### src/rtl/irq_steer_pkg.sv
package irq_steer_pkg;
   localparam int unsigned ADDR_W  = 8;
   localparam int unsigned DATA_W  = 8;
   localparam logic [DATA_W-1:0] STEER_RST = 8'h80;
   typedef logic [DATA_W-1:0] steer_t;
endpackage

### src/rtl/irq_steer_regs.sv
module irq_steer_regs
   import irq_steer_pkg::*;
#(
   parameter int unsigned N_LINES = 4,
   parameter int unsigned BASE    = 8'h60
) (
   input  logic              clk,
   input  logic              rst_n,
   input  logic              cfg_we,
   input  logic [ADDR_W-1:0] cfg_addr,
   input  logic [DATA_W-1:0] cfg_wdata,
   output logic [DATA_W-1:0] cfg_rdata,
   output steer_t            steer [N_LINES]
);
   localparam int unsigned LAST = BASE + N_LINES - 1;

   initial begin
      assert (N_LINES >= 1) else $error("N_LINES must be at least 1");
      assert (LAST < (1 << ADDR_W)) else $error("register window exceeds address space");
   end

   logic [N_LINES-1:0] hit;

   for (genvar k = 0; k < N_LINES; k++) begin : g_reg
      assign hit[k] = (cfg_addr == ADDR_W'(BASE + k));
      always_ff @(posedge clk) begin
         if (!rst_n)                steer[k] <= STEER_RST;
         else if (cfg_we && hit[k]) steer[k] <= cfg_wdata;
      end

      // an unselected register keeps its value
      a_r4_hold: assert property (@(posedge clk) disable iff (!rst_n)
         !(cfg_we && hit[k]) |=> $stable(steer[k]));
      // a selected write stores the data
      a_r2_store: assert property (@(posedge clk) disable iff (!rst_n)
         (cfg_we && hit[k]) |=> steer[k] == $past(cfg_wdata));
   end

   always_comb begin
      cfg_rdata = '0;
      for (int k = 0; k < N_LINES; k++)
         if (hit[k]) cfg_rdata = steer[k];
   end

   a_r3_onehot_hit: assert property (@(posedge clk) disable iff (!rst_n) $onehot0(hit));
endmodule

### src/rtl/irq_steer_decode.sv
module irq_steer_decode
   import irq_steer_pkg::*;
#(
   parameter int unsigned N_IRQ = 16
) (
   input  steer_t           steer,
   input  logic             lvl,
   output logic [N_IRQ-1:0] req
);
   localparam int unsigned SEL_W = $clog2(N_IRQ);

   initial assert (N_IRQ >= 2 && N_IRQ <= 256) else $error("N_IRQ out of range");

   logic valid;
   assign valid = (32'(steer) < N_IRQ);

   always_comb begin
      req = '0;
      if (valid && lvl) req[steer[SEL_W-1:0]] = 1'b1;
   end

   // an out-of-range steering value drives nothing
   always_comb a_r6_off: assert (valid || req == '0);
   // at most one IRQ per PCI line
   always_comb a_r5_single: assert ($countones(req) <= 1);
endmodule

### src/rtl/irq_steer_top.sv
module irq_steer_top
   import irq_steer_pkg::*;
#(
   parameter int unsigned N_LINES = 4,
   parameter int unsigned N_IRQ   = 16,
   parameter int unsigned BASE    = 8'h60
) (
   input  logic              clk,
   input  logic              rst_n,
   input  logic              cfg_we,
   input  logic [ADDR_W-1:0] cfg_addr,
   input  logic [DATA_W-1:0] cfg_wdata,
   output logic [DATA_W-1:0] cfg_rdata,
   input  logic [N_LINES-1:0] pci_lvl,
   output logic [N_IRQ-1:0]  isa_irq
);
   steer_t           steer [N_LINES];
   logic [N_IRQ-1:0] req   [N_LINES];

   irq_steer_regs #(.N_LINES(N_LINES), .BASE(BASE)) u_regs (
      .clk(clk), .rst_n(rst_n), .cfg_we(cfg_we), .cfg_addr(cfg_addr),
      .cfg_wdata(cfg_wdata), .cfg_rdata(cfg_rdata), .steer(steer));

   for (genvar k = 0; k < N_LINES; k++) begin : g_dec
      irq_steer_decode #(.N_IRQ(N_IRQ)) u_dec (
         .steer(steer[k]), .lvl(pci_lvl[k]), .req(req[k]));
   end

   always_comb begin
      isa_irq = '0;
      for (int k = 0; k < N_LINES; k++) isa_irq |= req[k];
   end

   // an active IRQ needs at least one active input
   a_r7_source: assert property (@(posedge clk) disable iff (!rst_n)
      (isa_irq != '0) |-> (pci_lvl != '0));
   // first cycle after reset shows no IRQ
   a_r1_quiet: assert property (@(posedge clk)
      !rst_n |=> isa_irq == '0);
endmodule

### config.mk
export PLATFORM = sky130hd
export DESIGN_NAME = irq_steer_top
export DESIGN_NICKNAME = d
export VERILOG_FILES = /design/src/rtl/irq_steer_pkg.sv /design/src/rtl/irq_steer_regs.sv /design/src/rtl/irq_steer_decode.sv /design/src/rtl/irq_steer_top.sv
export SDC_FILE = /design/constraint.sdc
export NUM_CORES = 1
export LEC_CHECK = 0
export BUFFER_PORTS_ARGS = -buffer_cell sky130_fd_sc_hd__buf_2
export CAP_MARGIN = 0
export CORE_ASPECT_RATIO = 1.4
export CORE_UTILIZATION = 45
export CTS_BUF_LIST = sky130_fd_sc_hd__clkbuf_2
export DETAILED_ROUTE_END_ITERATION = 8
export GPL_TIMING_DRIVEN = 0
export PLACE_DENSITY_LB_ADDON = 0.08
export REMOVE_ABC_BUFFERS = 1
export SLEW_MARGIN = 25
export SYNTH_ARGS = -nofsm -noshare
export SYNTH_HDL_FRONTEND = slang
export SYNTH_SLANG_ARGS = --single-unit
### constraint.sdc
create_clock -name clk -period 3.5 [get_ports clk]
set_clock_uncertainty 0.15 [all_clocks]
set_input_delay 0.7 -clock clk [delete_from_list [all_inputs] [get_ports clk]]
set_output_delay 0.7 -clock clk [all_outputs]
set_load 0.05 [all_outputs]
After elaboration in Yosys (flattened, before gate mapping) --
Index checks and enable logic that the tools add are counted.
Cells by class: multipliers 0, add/sub/neg operators 0, divide/modulo/power cells 0, shift-type cells 0, eq/ne operators 4, bitwise gates (word level) 3, reduce and logical (&&, ||, !) cells 12, multiplexer cells 16, order comparisons 12
Operator list (number):
- 2-to-1 mux 16 bit | 4
- bitwise OR 16 bit | 3
- == test 8 x 7 -> 1 bit, second input constant | 4
- < comparator 8 x 5 -> 1 bit, second input constant | 4
- 2-to-1 mux 8 bit | 4
- < comparator 4 x 5 -> 1 bit, second input constant | 4
- demux 1 bit (select 4 bit) | 4
- >= comparator 4 x 1 -> 1 bit, second input constant | 4
- logical AND 1 bit | 12
- 2-to-1 mux 1 bit | 4
Storage, ports and cells: register bits 32, memories 0, bits in latches 0, bits of input ports 23, ROM bits 0, output and inout port bits 24, word-level logic and storage cells 51, bits in writable memories 0

Logic depth before layout (Yosys ltp) --
Gate-level depths: netlist of the first run.
word-level depth 8, mapped depth 6, depth with buffers taken out 4

Hierarchy --
A second synthesis of the first run with hierarchy kept.
Unflattened totals: cells, all modules 306, area, all modules 2396.0 sq um
By module, submodules not included:
- irq_steer_regs | sequential area each 640.6 sq um, cells an instance 178, area each 1539.0 sq um, instances 1
- irq_steer_decode at g_dec[0].u_dec ... | sequential area each 0.0 sq um, cells an instance 28, area each 185.2 sq um, instances 3
- irq_steer_decode at g_dec[3].u_dec | sequential area each 0.0 sq um, cells an instance 28, area each 181.4 sq um, instances 1
- irq_steer_top | sequential area each 0.0 sq um, cells an instance 16, area each 120.1 sq um, instances 1

Worst setup path before layout of the first run --
Ideal clock, no wire load.
path kind input to output, start in pci_lvl[0], end out isa_irq[1], required time 2.650 ns, buffers on the path 0, slack -0.295 ns, arrival 2.945 ns, cell stages on the path 3, path through nor2b_1 -> nand4b_1 -> o311ai_0
Between the ends: longest elaborated chain between the ends 5
Ends and longest elaborated chain:
- from (decl) | RTL line irq_steer_top.sv:14 | input logic [N_LINES-1:0] pci_lvl,
- logical AND 1 bit | RTL line irq_steer_decode.sv:19 | if (valid && lvl) req[steer[SEL_W-1:0]] = 1'b1;
- 2-to-1 mux 16 bit | RTL line irq_steer_decode.sv:19
- bitwise OR 16 bit (3 in series) | RTL line irq_steer_top.sv:31 | for (int k = 0; k < N_LINES; k++) isa_irq |= req[k];
- to (decl) | RTL line irq_steer_top.sv:15 | output logic [N_IRQ-1:0] isa_irq
Every way passes these cells.

Worst setup path in the final report of the first run --
start reg u_regs.steer[21] in the netlist's numbering, end out isa_irq[15]
Between the ends: longest elaborated chain between the ends 6
Ends and longest elaborated chain:
- from (decl) | RTL line irq_steer_regs.sv:13 | output steer_t steer [N_LINES]
- from (signal, indexed assignment) | RTL line irq_steer_regs.sv:28 | else if (cfg_we && hit[k]) steer[k] <= cfg_wdata;
- < comparator 8 x 5 -> 1 bit | RTL line irq_steer_decode.sv:15 | assign valid = (32'(steer) < N_IRQ);
- logical AND 1 bit | RTL line irq_steer_decode.sv:19
- 2-to-1 mux 16 bit | RTL line irq_steer_decode.sv:19
- bitwise OR 16 bit (3 in series) | RTL line irq_steer_top.sv:31
Every way passes these cells.

==> flow_summary.toml, run 1 <==
[placed_design]
globalplace.congestion = 0.964
dp_cells = 344
port-buffer-count = 46
dp_hpwl_mm = 4.38

[critical_path]
worst_ep_required_time_ps = 2650
crit_path_end_kind = "output port"
worst_setup_path_start_kind = "flop"
worst_ep_arrival_time_ps = 2530
cp_max_fo = 4
path_class = "reg2out"

[min_path]
hp-class = "reg2reg"

[status]
outcome = "finished, final reports clean"

[detailed_routing]
via_per_inst = 5.94
firstDrtPassIters = 4
wl_met1_mm = 2.40
ant_nets = 0
met3WireLength_um = 273
wl_per_cell_um = 16.8
drc = 0
top_layer = "met4"
drt_wl_total_mm = 5.89
met2WireLength_mm = 3.05
drt_iter0_markers = 196
vias = 2085

[timing]
relSlewSlack = 0.306
setup_viol = 0
fmax_mhz = 296
min_period_ps = 3380
finalHoldViolCount = 0
rsz0062_at_grt = "no"
worstMarginPinSlew_ps = 1040
drv_slew = 0
period_share = 0.965

[power]
p_per_area_nw_per_um2 = 237
p_int_uw = 423
irDropWorstVdd_mv = 0.189
p_leak_uw = 0.000830
p_sw_frac = 0.261
p_clk_frac = 0.281
pwr-share-seq = 0.639
p_sw_uw = 149
p_comb_frac = 0.080

[layout]
final-seq-area_sq_um = 641
layout.cells.non_filler = 351
layout-drive-gt1-share = 0.280
final_util = 0.533
syn_to_final_growth_pct = 14.0
reg_top3 = "u_regs.steer (32)"
max_flop_register = "u_regs.steer"
nets = 312
multiInputGateArea_sq_um = 1430
n_fill_cell = 459
antenna_cells = 0
largest_reg_flops = 32

[floorplan]
die_x_um = 60.0
die_h_um = 83.3
initial_core_util = 0.468
dieArea_sq_um = 5000
core_sq_um = 4540
io_pins = 47
row_count = 29

[logic_synthesis]
netlist-cell-type-count = 42
synth_top_cells_by_area = "dfxtp_1 30%, mux4_2 8.5%, nand2_1 7.6%, nand3_1 7.1%, o21ai_0 4.7%"
yosys.area.top_type = "dfxtp_1"
yosysSeqAreaShare = 0.302
synth_ff_type = "dfxtp_1"
yosysTopAreaCellShare = 0.302
synth_seq_cells = 32
netlist_area_sq_um = 2120
synth_edf_count = 0
ys_warn_count = 0
syn_area_per_cell_sq_um = 8.32
syn_inst = 255
ys_async_sr_fraction = 0

[clock_network]
clk_pin_slew_ps = 150
htreeDepth = 2
cts_buffers = 5
cts_tree = "yes"
clk_latency_ps = 350
root_buffer = "clkbuf_2"
clkSinkCount = 32
hold_buffers = 0
clockBufferDepth = 2

[global_routing]
grt_overflow = 0
grt_max_degree = 61
grt_pass1_vias = 1911
antenna_found_initial = 0
grt_usage = 0.252
grt_pass1_wl_mm = 9.40

[flow_run]
maxCapViolCount = 0
-- power groups by stage --
stage,clock network [uW],logic [uW],registers (uW)
global route,177,50.6,366
floorplan,0,13.5,373
CTS,167,46.1,366
global placement,0,45.7,373
finish,161,45.9,366
detailed placement,0,46.0,373
-- path summary, 6_finish.rpt --
path	start	end	slack (ps)	cells past startpoint
max	u_regs.steer[21]	isa_irq[15]	120	5
min	u_regs.steer[6]	u_regs.steer[6]	330	2
max reg2reg	u_regs.steer[10]	u_regs.steer[10]	2460	2
min reg2reg	u_regs.steer[6]	u_regs.steer[6]	330	2
-- routing by layer --
layer | vias up | track usage
met5 | - | 0
met4 | 0 | 0.118
met3 | 13 | 0.0405
met2 | 68 | 0.419
met1 | 967 | 0.306
li1 | 1037 | -
-- repair_timing --
| action | CTS | global route |
|---|---|---|
| resized for setup | 1 | 5 |
| hold endpoints to repair | 0 | 0 |
| setup buffers | 0 | 0 |
| setup endpoints to repair | 1 | 12 |
-- cell usage in the layout (no fill, tap or decap), types with 2 or more instances in the layout --
cell      synthesis  routed
a22oi_1          11      11
a32oi_1           4       4
buf_2             3      45
clkbuf_2          0       5
clkinv_1          0       2
dfxtp_1          32      32
inv_1             2       2
mux2i_1           4       4
mux4_2            8       8
nand2_1          43      43
nand2b_1          5       5
nand3_1          30      30
nand3_2           3       3
nand4_1           2       2
nand4b_1          2       2
nor2_1            5       5
nor2b_1          15      15
nor3_1            4       3
nor3_2            1       2
nor4_2            0       3
nor4b_2           1       3
o211ai_1          4       4
o21ai_0          20      20
o21ai_2           7       7
o221ai_1          5       5
o311ai_0          4       4
o32a_1            2       2
or3b_1            2       2
or4_1             4       4
-- Yosys cell counts (2+ instances only) --
cell type   n
nand2_1    43
dfxtp_1    32
nand3_1    30
o21ai_0    20
nor2b_1    15
clkbuf_1   14
a22oi_1    11
mux4_2      8
o21ai_2     7
nand2b_1    5
nor2_1      5
o221ai_1    5
a32oi_1     4
mux2i_1     4
nor3_1      4
o211ai_1    4
o311ai_0    4
or4_1       4
buf_2       3
nand3_2     3
nor4_1      3
inv_1       2
nand4_1     2
nand4b_1    2
nor4b_1     2
o32a_1      2
or3b_1      2
-- critical path, stage by stage, from the launching register on --
cell	delay (ps)
dfxtp_1	360
or4b_2	780
nor3_1	450
a32oi_1	190
o221ai_1	100
buf_2	290
-- logic make-up after synthesis --
| family | after synthesis | synth area share |
|---|---|---|
| multiplexers | 12 | 0.104 |
| flip-flops | 32 | 0.302 |
| AND/OR/NAND/NOR | 130 | 0.350 |
| AO/OA/AOI/OAI | 60 | 0.202 |
| buffers and inverters | 21 | 0.0424 |
-- layout make-up --
cell class,instances,area share
clock buffer,5,0.0103
clock inverter,2,0.00310
multi-input combinational,202,0.590
tap,62,0.0321
inverter,2,0.00310
sequential,32,0.265
timing repair buffer,46,0.0962
-- stage by stage --
stage	hold slack, ps	power [uW]	cell area, sq um	setup slack [ps]	setup TNS [ps]
3_3_place_gp	311	419	2350	-50.9	-50.9
2_1_floorplan	285	387	2040	-295	-1140
6_report	331	572	2420	122	0
3_5_place_dp	313	419	2350	2.70	0
4_1_cts	333	579	2390	38.2	0
5_1_grt	355	594	2420	23.4	0
(Power assumes the default switching activity.)
==> run 2: changes to the inputs <==
--- a/config.mk
+++ b/config.mk
@@ -8,11 +8,12 @@
 export BUFFER_PORTS_ARGS = -buffer_cell sky130_fd_sc_hd__buf_2
 export CAP_MARGIN = 0
 export CORE_ASPECT_RATIO = 1.4
-export CORE_UTILIZATION = 45
+export CORE_UTILIZATION = 58
 export CTS_BUF_LIST = sky130_fd_sc_hd__clkbuf_2
+export CTS_CLUSTER_DIAMETER = 100
 export DETAILED_ROUTE_END_ITERATION = 8
 export GPL_TIMING_DRIVEN = 0
-export PLACE_DENSITY_LB_ADDON = 0.08
+export PLACE_DENSITY_LB_ADDON = 0.2
 export REMOVE_ABC_BUFFERS = 1
 export SLEW_MARGIN = 25
 export SYNTH_ARGS = -nofsm -noshare
==> run 2 against run 1 <==
Compared with the run above: first-iteration DRC count shrank 65%; design area is 1.4% lower; maximum frequency increased by 0.42%; via count increased by 1.9%; sequential share of layout area is 0.39 points higher; final cell count down 6.3%; clock-buffer cell count stayed put; register-to-register slack about the same; wire length fell by 3.6%; critical endpoint unchanged.
==> flow_summary.toml, run 2 (synthesis results as in run 1) <==
[detailed_routing]
drt_wl_total_mm = 5.67
firstDrtPassIters = 4
via_per_inst = 6.46
ant_nets = 0
wl_per_cell_um = 17.2
vias = 2124
drc = 0
drt_iter0_markers = 68

[min_path]
hp-class = "reg2reg"

[critical_path]
critical-path-top-delay-family = "simple AND/OR/NAND/NOR gates"
crit_path_end_kind = "output port"
cp_slowest_cell = "or4b_2"
path_cells = "or4b_2 -> nor3_1 -> a32oi_1 -> o221ai_1 -> buf_2"
worst_setup_path_start_kind = "flop"
ff2ff_setup_slack_ps = 2450
worst_ep_required_time_ps = 2650
worst_ep_arrival_time_ps = 2510
worstPathBufferInverterCount = 1
cpPeakStageDelay_ps = 760
path_class = "reg2out"
cp_max_fo = 4

[clock_network]
cts_buffers = 5
cts_tree = "yes"
clk_latency_ps = 370
clk_pin_slew_ps = 150
root_buffer = "clkbuf_2"
clkSinkCount = 32
htreeDepth = 2
clockBufferDepth = 2
hold_buffers = 0

[power]
p_per_area_nw_per_um2 = 241
p_leak_uw = 0.000825
p_total_uw = 574
irDropWorstVdd_mv = 0.287

[timing]
relSlewSlack = 0.345
worstMarginPinSlew_ps = 982
rsz0062_at_grt = "yes"
fmax_mhz = 297
min_period_ps = 3360
period_share = 0.961
setup_viol = 0
finalHoldViolCount = 0
setup_tns_ps = 0
drv_slew = 0

[floorplan]
io_pins = 47
row_count = 25
dieArea_sq_um = 3910
die_x_um = 53.1
die_h_um = 73.6
core_sq_um = 3440
initial_core_util = 0.617

[layout]
layout-drive-gt1-share = 0.277
max_flop_register = "u_regs.steer"
final_common_cell = "buf_2"
n_fill_cell = 306
final_cell_mix = "46 x buf_2, 43 x nand2_1, 32 x dfxtp_1"
final_util = 0.693
fin_area_sq_um = 2380
nets = 312
layout.cells.non_filler = 329
reg_top3 = "u_regs.steer (32)"
antenna_cells = 0
syn_to_final_growth_pct = 12.3
largest_reg_flops = 32

[global_routing]
grt_pass1_vias = 1891
gr-usage-met2 = 0.529
grt_util_met3 = 0.0663
grt_overflow = 0
busiest_layer = "met2"
grt_use_met1 = 0.398
grt_usage = 0.325
antenna_found_initial = 0
grt_pass1_wl_mm = 9.09
grt_max_degree = 61

[placed_design]
dp_cells = 322
placed_area_sq_um = 2320
port-buffer-count = 46
globalplace.congestion = 0.854
dp_hpwl_mm = 4.18

[flow_run]
maxCapViolCount = 0

[status]
outcome = "finished, final reports clean"
-- run 2: cell counts in the layout (fill, tap and decap cells not counted) --
Identical to the previous run, type by type.
-- run 2: per-stage QoR --
| step | hold WS (ps) | setup slack, ps |
|---|---|---|
| 2_1_floorplan | 285 | -295 |
| 3_3_place_gp | 306 | 127 |
| 3_5_place_dp | 311 | 128 |
| 4_1_cts | 330 | 70.9 |
| 5_1_grt | 339 | -29.3 |
| 6_report | 327 | 137 |
-- run 2: final timing paths --
path | startpoint | to | depth (start not counted)
min | u_regs.steer[5] | u_regs.steer[5] | 2
min reg2reg | u_regs.steer[5] | u_regs.steer[5] | 2
max reg2reg | u_regs.steer[18] | u_regs.steer[18] | 2
max | u_regs.steer[21] | isa_irq[15] | 5
-- run 2: worst min-delay path, stage by stage, from the launching register on --
cell and delay (ps):
dfxtp_1 340, nand2_1 50, o21ai_0 60
-- run 2: layout make-up --
type | instances | area, sq um | area share
inverter | 2 | 7.51 | 0.00315
sequential | 32 | 641 | 0.269
timing repair buffer | 46 | 230 | 0.0966
tap | 40 | 50.0 | 0.0210
clock buffer | 5 | 25.0 | 0.0105
multi-input combinational | 202 | 1420 | 0.597
clock inverter | 2 | 7.51 | 0.00315
-- run 2: repair_timing --
item | CTS | global route
setup endpoints to repair | 0 | 13
setup buffers | 0 | 0
resized for setup | 0 | 5
-- run 2: layer usage --
metal  vias up  share of wire
li1       1040              -
met2        73           0.51
met4         0          0.029
met5         -              0
met1       994           0.41
met3        17          0.053
-- run 2: power by group --
part | switching, uW | leakage, uW | internal, uW
clock | 122 | 0.0000239 | 41.0
sequential | 0.728 | 0.000258 | 365
combinational | 29.1 | 0.000543 | 16.8
total | 151 | 0.000825 | 423
==> run 3: changes to the inputs <==
--- a/config.mk
+++ b/config.mk
@@ -5,6 +5,7 @@
 export SDC_FILE = /design/constraint.sdc
 export NUM_CORES = 1
 export LEC_CHECK = 0
+export ABC_AREA = 1
 export BUFFER_PORTS_ARGS = -buffer_cell sky130_fd_sc_hd__buf_2
 export CAP_MARGIN = 0
 export CORE_ASPECT_RATIO = 1.4
==> run 3 against run 2 <==
Compared with the run above: register-to-register slack improved by 80 ps; die area increased by 12%; hold slack improved by 37 ps; wire length increased by 34%; first-iteration DRC count increased to 3.5 times the previous value; final cell count increased by 52%; sequential share of layout area decreased by 2.7 points; sequential cell count unchanged; clock power increased by 56%; critical path depth increased by 1; combinational power increased by 17%.
==> flow_summary.toml, run 3 <==
[detailed_routing]
via_per_inst = 5.82
wl_per_cell_um = 15.2
drc = 0
drt_wl_total_mm = 7.59
firstDrtPassIters = 5
drt_iter0_markers = 238
vias = 2915
ant_nets = 0

[logic_synthesis]
synth_edf_count = 0
synth_xor_area_frac = 0
synth_top_cells_by_area = "dfxtp_1 27%, nand2_1 17%, nand3_1 15%, nor2_1 15%, nand4_1 6.8%"
ys_async_sr_fraction = 0
yosys.area.top_type = "dfxtp_1"
netlist-cell-type-count = 17
synth_commonest_cells = "109 x nand2_1, 95 x nor2_1, 74 x nand3_1"
synth_seq_cells = 32
netlist_area_sq_um = 2390
yosysSeqAreaShare = 0.268
ys_warn_count = 0
synth-compound-area-share = 0.0168
yosys.area_share.simple = 0.605
synth_top_family_by_area = "simple AND/OR/NAND/NOR gates"
yosysTopAreaCellShare = 0.268
syn_inst = 417
synth_most_common_cell = "nand2_1"
syn_area_per_cell_sq_um = 5.73
synth_ff_type = "dfxtp_1"
synth_fa_ha_area_frac = 0
synth.area.mux_share = 0

[placed_design]
port-buffer-count = 46
dp_cells = 493
dp_hpwl_mm = 5.76
globalplace.congestion = 1.02

[power]
irDropWorstVdd_mv = 0.398
p_per_area_nw_per_um2 = 255
p_leak_uw = 0.00135

[layout]
layout.cells.non_filler = 501
nets = 480
final_common_cell = "nand2_1"
final_util = 0.670
antenna_cells = 0
layout-drive-gt1-share = 0.151
final_cell_mix = "109 x nand2_1, 94 x nor2_1, 74 x nand3_1"
syn_to_final_growth_pct = 10.9
reg_top3 = "u_regs.steer (32)"
largest_reg_flops = 32
max_flop_register = "u_regs.steer"

[min_path]
whs_endpoint = "u_regs.steer[23]"
hold_depth = 2
holdCritStartpoint = "u_regs.steer[23]"
hp-class = "reg2reg"

[critical_path]
cp_max_fo = 15
crit_path_end_kind = "output port"
cpMostUsedCell = "nor2_1"
cp_slowest_cell = "nor2_1"
path_cells = "nor2_1 -> inv_1 -> nor2_1 -> nand3_1 -> nand4_1 -> buf_2"
cpPeakStageDelay_ps = 790
worst_ep_arrival_time_ps = 2350
worst_setup_path_start_kind = "flop"
path_class = "reg2out"
reg2reg_from = "u_regs.steer[16]"
reg2reg_to = "u_regs.steer[16]"
worst_ep_required_time_ps = 2650
reg2reg_depth = 4
crit_start = "u_regs.steer[12]"
ff2ff_setup_slack_ps = 2530

[global_routing]
grt_max_degree = 33
grt_pass1_vias = 2714
grt_overflow = 0
grt_pass1_wl_mm = 12.4
grt_usage = 0.365
antenna_found_initial = 0

[clock_network]
clk_pin_slew_ps = 160
htreeDepth = 2
clockBufferDepth = 2
root_buffer = "clkbuf_2"
clk_latency_ps = 390
cts_resized = 0
cts_tree = "yes"
post_cts_buffers = 0
clkSinkCount = 32
cts_buffers = 5
hold_buffers = 0

[floorplan]
initial_core_util = 0.605
core_sq_um = 3950
die_h_um = 78.0
io_pins = 47
die_x_um = 56.3
dieArea_sq_um = 4380
row_count = 27

[timing]
setup_tns_ps = 0
relSlewSlack = 0.312
period_share = 0.914
min_period_ps = 3200
setup_viol = 0
drv_slew = 0
fmax_mhz = 313
worstMarginPinSlew_ps = 1030
rsz0062_at_grt = "no"
finalHoldViolCount = 0

[flow_run]
maxCapViolCount = 0

[status]
outcome = "finished, final reports clean"
-- run 3: changes by cell type in the layout (fill, tap and decap cells not counted), moves of 20 or more --
cell and change:
nand4_1 +24, o21ai_0 -20, inv_1 +40, nand3_1 +44
nand2_1 +66, nor2_1 +89
-- run 3: final cells by class --
cell class                      instances  area (sq um)
Tap cell                               43          53.8
Timing Repair Buffer                   46           230
Sequential cell                        32           641
Clock buffer                            5          25.0
Multi-Input combinational cell        327          1490
Inverter                               45           169
Fill cell                             387          1300
Clock inverter                          3          42.5
-- run 3: cells by family (layout without fill, tap and decap cells) --
kind of cell	count (synthesis)	after routing
AO/OA/AOI/OAI	8	8
AND/OR/NAND/NOR	319	319
buffers and inverters	58	99
flip-flops	32	32
-- run 3: routing by layer --
layer,up-vias,share of wire,track usage
li1,1425,-,-
met1,1318,0.38,0.410
met2,141,0.50,0.650
met3,31,0.062,0.0500
met4,0,0.053,0.207
met5,-,0,0
-- run 3: worst max-delay path by stage --
stage / end / slack, ps / cells after the start
after floorplan: cfg_rdata[0] / 540 / 5
after global placement: cfg_rdata[3] / 60 / 7
after detailed placement: cfg_rdata[3] / 380 / 7
after CTS: isa_irq[15] / 380 / 6
after global routing: isa_irq[0] / 120 / 6
final: isa_irq[4] / 300 / 6
-- run 3: worst max-delay path, delay by kind of cell, from the launching register on --
kind / cells / cell delay [ps]
and+or+nand+nor: 4 / 1240
buffers and inverters: 2 / 360
DFF: 1 / 360
-- run 3: metrics by stage --
step                hold slack [ps]  power (uW)  cell area [sq um]  setup WS (ps)
floorplan                       301         393               2300            539
global placement                334         426               2580           60.0
detailed placement              347         427               2580            376
CTS                             371         676               2650            377
global route                    381         698               2650            123
finish                          364         676               2650            301
-- run 3: where the power goes --
part	total [uW]	internal [uW]	switching [uW]
logic	53.8	15.3	38.5
registers	367	366	0.942
clock network	255	119	136
total	676	500	175
